**config.mk**
```make
export PLATFORM = sky130hd
export DESIGN_NAME = sleep_clk_ctrl
export DESIGN_NICKNAME = d
export VERILOG_FILES = /design/src/rtl/slp_pkg.sv /design/src/rtl/slp_wake_filter.sv /design/src/rtl/slp_seq.sv /design/src/rtl/slp_clk_map.sv /design/src/rtl/sleep_clk_ctrl.sv
export SDC_FILE = /design/constraint.sdc
export NUM_CORES = 1
export LEC_CHECK = 0
export ABC_CLOCK_PERIOD_IN_PS = 2500
export CORE_AREA = 2 2 39 41
export CTS_CLUSTER_DIAMETER = 50
export CTS_CLUSTER_SIZE = 40
export DETAILED_ROUTE_END_ITERATION = 10
export DIE_AREA = 0 0 41 43
export DONT_BUFFER_PORTS = 1
export GPL_ROUTABILITY_DRIVEN = 0
export HOLD_SLACK_MARGIN = 0.06
export PLACE_DENSITY = 0.7
export SYNTH_ARGS = -nofsm -noshare
export SYNTH_HDL_FRONTEND = slang
export SYNTH_HIERARCHICAL = 1
export SYNTH_SLANG_ARGS = --single-unit
```
**constraint.sdc**
```tcl
create_clock -name clk -period 2.5 [get_ports clk]
set_clock_uncertainty 0.1 [all_clocks]
set_input_delay 0.25 -clock clk [delete_from_list [all_inputs] [get_ports clk]]
set_output_delay 0.25 -clock clk [all_outputs]
set_load 0.02 [all_outputs]
```
**src/rtl/slp_pkg.sv**
```systemverilog
package slp_pkg;

  typedef enum logic [1:0] {
    MD_IDLE  = 2'b00,
    MD_ADCNR = 2'b01,
    MD_PDOWN = 2'b10,
    MD_STBY  = 2'b11
  } slp_mode_e;

  typedef enum logic [1:0] {
    ST_ACTIVE  = 2'b00,
    ST_SLEEP   = 2'b01,
    ST_STARTUP = 2'b10,
    ST_HALT4   = 2'b11
  } slp_state_e;

  typedef struct packed {
    logic cpu;
    logic flash;
    logic io;
    logic adc;
    logic osc;
  } clk_en_t;

  localparam int unsigned HALT_CYC = 4;

endpackage

```
**src/rtl/slp_wake_filter.sv**
```systemverilog
module slp_wake_filter
  import slp_pkg::*;
#(
  parameter int unsigned NIRQ = 4,
  parameter logic [NIRQ-1:0] ADC_WAKE_MASK = '1,
  parameter logic [NIRQ-1:0] DEEP_WAKE_MASK = '1
) (
  input  slp_mode_e        mode_i,
  input  logic [NIRQ-1:0]  irq_req_i,
  input  logic             int0_level_i,
  output logic             wake_o
);

  logic [NIRQ-1:0] allow;
  logic            is_idle;
  logic            is_adc;

  assign is_idle = (mode_i == MD_IDLE);
  assign is_adc  = (mode_i == MD_ADCNR);

  for (genvar i = 0; i < NIRQ; i++) begin : g_src
    if (i == 0) begin : g_int0
      // external interrupt 0: outside Idle only its level form counts
      assign allow[i] = is_idle ||
                        (int0_level_i && (is_adc ? ADC_WAKE_MASK[i] : DEEP_WAKE_MASK[i]));
    end else begin : g_other
      assign allow[i] = is_idle || (is_adc ? ADC_WAKE_MASK[i] : DEEP_WAKE_MASK[i]);
    end
  end

  assign wake_o = |(irq_req_i & allow);

endmodule

```
**src/rtl/slp_seq.sv**
```systemverilog
module slp_seq
  import slp_pkg::*;
#(
  parameter int unsigned PD_STARTUP = 16
) (
  input  logic       clk,
  input  logic       rst_n,
  input  logic       enter_i,
  input  slp_mode_e  mode_i,
  input  logic       wake_i,
  output slp_state_e state_o,
  output slp_mode_e  mode_q_o,
  output logic       done_o
);

  localparam int unsigned CNT_MAX = (PD_STARTUP > HALT_CYC) ? PD_STARTUP : HALT_CYC;
  localparam int unsigned CW      = $clog2(CNT_MAX + 1);
  localparam int unsigned SU_LAST = (PD_STARTUP > 0) ? PD_STARTUP - 1 : 0;
  localparam logic [CW-1:0] SU_END = CW'(SU_LAST);
  localparam logic [CW-1:0] HT_END = CW'(HALT_CYC - 1);

  slp_state_e    state_q;
  slp_mode_e     mode_q;
  logic [CW-1:0] cnt_q;
  logic          done_q;

  always_ff @(posedge clk or negedge rst_n) begin
    if (!rst_n) begin
      state_q <= ST_ACTIVE;
      mode_q  <= MD_IDLE;
      cnt_q   <= '0;
      done_q  <= 1'b0;
    end else begin
      done_q <= 1'b0;
      unique case (state_q)
        ST_ACTIVE: begin
          if (enter_i) begin
            state_q <= ST_SLEEP;
            mode_q  <= mode_i;
          end
        end
        ST_SLEEP: begin
          if (wake_i) begin
            cnt_q <= '0;
            if ((mode_q == MD_PDOWN) && (PD_STARTUP > 0)) state_q <= ST_STARTUP;
            else                                          state_q <= ST_HALT4;
          end
        end
        ST_STARTUP: begin
          if (cnt_q == SU_END) begin
            state_q <= ST_HALT4;
            cnt_q   <= '0;
          end else begin
            cnt_q <= cnt_q + 1'b1;
          end
        end
        ST_HALT4: begin
          if (cnt_q == HT_END) begin
            state_q <= ST_ACTIVE;
            cnt_q   <= '0;
            done_q  <= 1'b1;
          end else begin
            cnt_q <= cnt_q + 1'b1;
          end
        end
        default: state_q <= ST_ACTIVE;
      endcase
    end
  end

  assign state_o  = state_q;
  assign mode_q_o = mode_q;
  assign done_o   = done_q;

endmodule

```
**src/rtl/slp_clk_map.sv**
```systemverilog
module slp_clk_map
  import slp_pkg::*;
(
  input  slp_state_e state_i,
  input  slp_mode_e  mode_i,
  output clk_en_t    en_o,
  output logic       stall_o
);

  always_comb begin
    en_o    = '{cpu: 1'b1, flash: 1'b1, io: 1'b1, adc: 1'b1, osc: 1'b1};
    stall_o = 1'b1;
    unique case (state_i)
      ST_ACTIVE: stall_o = 1'b0;
      ST_SLEEP: begin
        unique case (mode_i)
          MD_IDLE:  en_o = '{cpu: 1'b0, flash: 1'b0, io: 1'b1, adc: 1'b1, osc: 1'b1};
          MD_ADCNR: en_o = '{cpu: 1'b0, flash: 1'b0, io: 1'b0, adc: 1'b1, osc: 1'b1};
          MD_STBY:  en_o = '{cpu: 1'b0, flash: 1'b0, io: 1'b0, adc: 1'b0, osc: 1'b1};
          MD_PDOWN: en_o = '{cpu: 1'b0, flash: 1'b0, io: 1'b0, adc: 1'b0, osc: 1'b0};
          default:  en_o = '{cpu: 1'b0, flash: 1'b0, io: 1'b0, adc: 1'b0, osc: 1'b0};
        endcase
      end
      ST_STARTUP: en_o = '{cpu: 1'b0, flash: 1'b0, io: 1'b0, adc: 1'b0, osc: 1'b1};
      ST_HALT4:   en_o = '{cpu: 1'b1, flash: 1'b1, io: 1'b1, adc: 1'b1, osc: 1'b1};
      default:    stall_o = 1'b0;
    endcase
  end

endmodule

```
**src/rtl/sleep_clk_ctrl.sv**
```systemverilog
module sleep_clk_ctrl
  import slp_pkg::*;
#(
  parameter int unsigned NIRQ = 4,
  parameter int unsigned PD_STARTUP = 16,
  parameter logic [NIRQ-1:0] ADC_WAKE_MASK = 4'b0111,
  parameter logic [NIRQ-1:0] DEEP_WAKE_MASK = 4'b0011
) (
  input  logic            clk,
  input  logic            rst_n,
  input  logic            slp_en_i,
  input  logic [1:0]      mode_i,
  input  logic            slp_pulse_i,
  input  logic [NIRQ-1:0] irq_req_i,
  input  logic            int0_level_i,
  output logic            cpu_clk_en_o,
  output logic            flash_clk_en_o,
  output logic            io_clk_en_o,
  output logic            adc_clk_en_o,
  output logic            osc_run_o,
  output logic            cpu_stall_o,
  output logic            wake_done_o
);

  slp_state_e state;
  slp_mode_e  mode_q;
  logic       wake;
  logic       enter;
  clk_en_t    en;

  assign enter = slp_pulse_i & slp_en_i;

  slp_wake_filter #(
    .NIRQ(NIRQ),
    .ADC_WAKE_MASK(ADC_WAKE_MASK),
    .DEEP_WAKE_MASK(DEEP_WAKE_MASK)
  ) u_filt (
    .mode_i(mode_q),
    .irq_req_i(irq_req_i),
    .int0_level_i(int0_level_i),
    .wake_o(wake)
  );

  slp_seq #(
    .PD_STARTUP(PD_STARTUP)
  ) u_seq (
    .clk(clk),
    .rst_n(rst_n),
    .enter_i(enter),
    .mode_i(slp_mode_e'(mode_i)),
    .wake_i(wake),
    .state_o(state),
    .mode_q_o(mode_q),
    .done_o(wake_done_o)
  );

  slp_clk_map u_map (
    .state_i(state),
    .mode_i(mode_q),
    .en_o(en),
    .stall_o(cpu_stall_o)
  );

  assign cpu_clk_en_o   = en.cpu;
  assign flash_clk_en_o = en.flash;
  assign io_clk_en_o    = en.io;
  assign adc_clk_en_o   = en.adc;
  assign osc_run_o      = en.osc;

endmodule

```
==> reports/metrics.yaml <==
outcome: "finished clean"
timing.rr.start: "u_seq/cnt_q[0]"
rsz0062_at_grt: "false"
grt_pass1_wl_um: 2190
areaGrowthSynthToFinish_pct: 8.70
dr_wl_met3_um: 37
syn_avg_cell_area_um2: 9.24
routed.top_layer: "met4"
cap_violations: 0
cts_tree: "done"
die_height_um: 43
dr.pass1.iters: 4
netlist.area_leader.share: 0.334
vias: 544
p_per_area_nw_per_um2: 1280
dieWidth_um: 41
postCtsSetupBuffers: 0
synthFlopType: "dfrtp_1"
core_area_um2: 1380
setup_viol: 0
wl_per_cell_um: 12.4
grt_overflow: 0
crit_buf_inv: 2
antennaDiodeCount: 0
syn_inst: 81
rrSetupSlack_ns: 0.53
final_common_cell: "inv_1"
layout_setup_ws_ns: 0.527
seq_area_frac_synth: 0.334
hold_viol: 0
drt-initial-drc-count: 14
cpPeakStageDelay_ns: 0.45
drc_errors: 0
timing.fmax_ghz: 0.507
final_layout_size_suffix_gt1_frac: 0.116
start_util: 0.541
cts_buffers: 3
io_pins: 18
grt_pass1_vias: 561
cts-root-buf: "clkbuf_4"
async_flop_share: 1.00
ys_top_cells_by_area: "dfrtp_1, ha_1, inv_1"
synth-edff-count: 0
syn-cell-area_um2: 748
reg2reg_depth: 8
ys_ff_latch: 10
min_period_ns: 1.97
worstPathRequired_ns: 2.15
p_leak_uw: 0.000408
slew_viol_final: 0
clock_latency_ns: 0.26
cp_max_fo: 7
routed-wl-met2_um: 601
grt_max_degree: 11
synth_warnings: 6
wl_met1_um: 607
dp_slack_ns: 0.508
die_area_um2: 1760
start_kind: "flop"
period_share: 0.789
total_power_uw: 1040
h-tree-depth: 1
crit_type: "flop to primary output"
nNetsFinal: 110
ant_nets: 0
antenna_found_initial: 0
cpMostUsedCell: "inv_1"
max_slew.worst_pin.slew_ns: 0.477
mostFrequentLayoutCells: "inv_1, ha_1, dfrtp_1, nand2_1"
yosys.area.top_type: "dfrtp_1"
grt.total_usage: 0.190
worstSetupEndpointType: "primary output"
port-buffer-count: 0
num_rows: 14
cts_buffer_depth: 2
hpwl_um: 966
crit_slowest_cell: "dfrtp_1"
worstReg2RegEnd: "u_seq/cnt_q[3]"
clk_pin_slew_worst_paths_ns: 0.06
cp.arrival_ns: 1.62
tns_ns: 0
crit_chain: "inv_1 > ha_1 > inv_1 > a211o_1"
nFillCells: 122
syn_nets: 103
routed_via_density: 5.33
cts_sinks: 10
ys_types: 27
hold_path.class: "input pin to asynchronous set/reset pin"
path_delay_family: "flip-flops"
maxSlewHeadroom: 0.673
ir_drop_v: 0.000841
routed_wl_um: 1260
==> area by class of cell <==
| cell class | instances | area, um^2 | area share |
|---|---|---|---|
| multi-input combinational | 56 | 438 | 0.538 |
| clock buffer | 3 | 22.5 | 0.0277 |
| inverter | 14 | 52.6 | 0.0646 |
| tap | 16 | 20.0 | 0.0246 |
| sequential | 10 | 250 | 0.308 |
| timing repair buffer | 3 | 30.0 | 0.0369 |
==> worst reg2reg max path, stage by stage, from the launching register on <==
cell      delay [ns]
dfrtp_1         0.40
ha_1            0.24
nand3_1         0.10
inv_1           0.05
ha_1            0.17
nor2b_1         0.26
a21oi_4         0.07
nand2b_1        0.19
o311ai_1        0.28
==> logic make-up after synthesis <==
kind of cell	share of synthesized area
compound gates	0.164
flops	0.334
fa+ha+maj	0.184
simple gates	0.174
mux	0.0635
buf+inv	0.0803
==> worst max-delay path by stage <==
stage	startpoint	end	slack, ns	depth (start not counted)
floorplan	u_seq/cnt_q[0]	u_seq/cnt_q[3]	0.69	8
global placement	u_seq/cnt_q[0]	u_seq/cnt_q[3]	0.60	8
detailed placement	u_seq/cnt_q[0]	u_seq/cnt_q[3]	0.51	8
CTS	u_seq/cnt_q[0]	u_seq/cnt_q[3]	0.49	8
global route	u_seq/cnt_q[0]	u_seq/cnt_q[3]	0.37	8
finish	u_seq/state_o[1]	osc_run_o	0.53	4
==> flip-flops by register name, indices dropped and copies added, names as in the netlist <==
register	flops
u_seq/mode_q_o	2
u_seq/done_o	1
u_seq/cnt_q	5
u_seq/state_o	2
==> synth_stat cells (3+ instances only) <==
cell and n:
nand2b_1 4, ha_1 11, dfrtp_1 10, nor2_1 4, nand2_1 6, a21oi_1 3
o21ai_0 4, nor2b_1 3, inv_1 14
==> per-layer routing <==
metal,vias to the layer above,global-route usage
met1,248,0.262
met4,0,0.140
met5,-,0
met2,11,0.250
li1,283,-
met3,2,0.0366
==> per-stage QoR <==
stage,instance area [um^2],hold WS (ns),std cells,util
floorplan,748,-0.146,81,-
global placement,761,-0.145,96,0.550
detailed placement,761,-0.145,96,0.550
CTS,813,0.280,102,0.588
global route,813,0.309,102,0.588
finish,813,0.270,102,0.588
==> power by group <==
group	internal (uW)	total (uW)	switching [uW]
clock network	55.5	109	53.0
registers	227	310	82.8
logic	246	623	378
==> what timing repair did <==
item | in CTS | in global routing
hold buffers | 3 | 0
endpoints found under the setup margin | 0 | 0
resized for setup | 0 | 0
hold endpoints to repair | 12 | 0
Power figures use the tool's default switching activity.
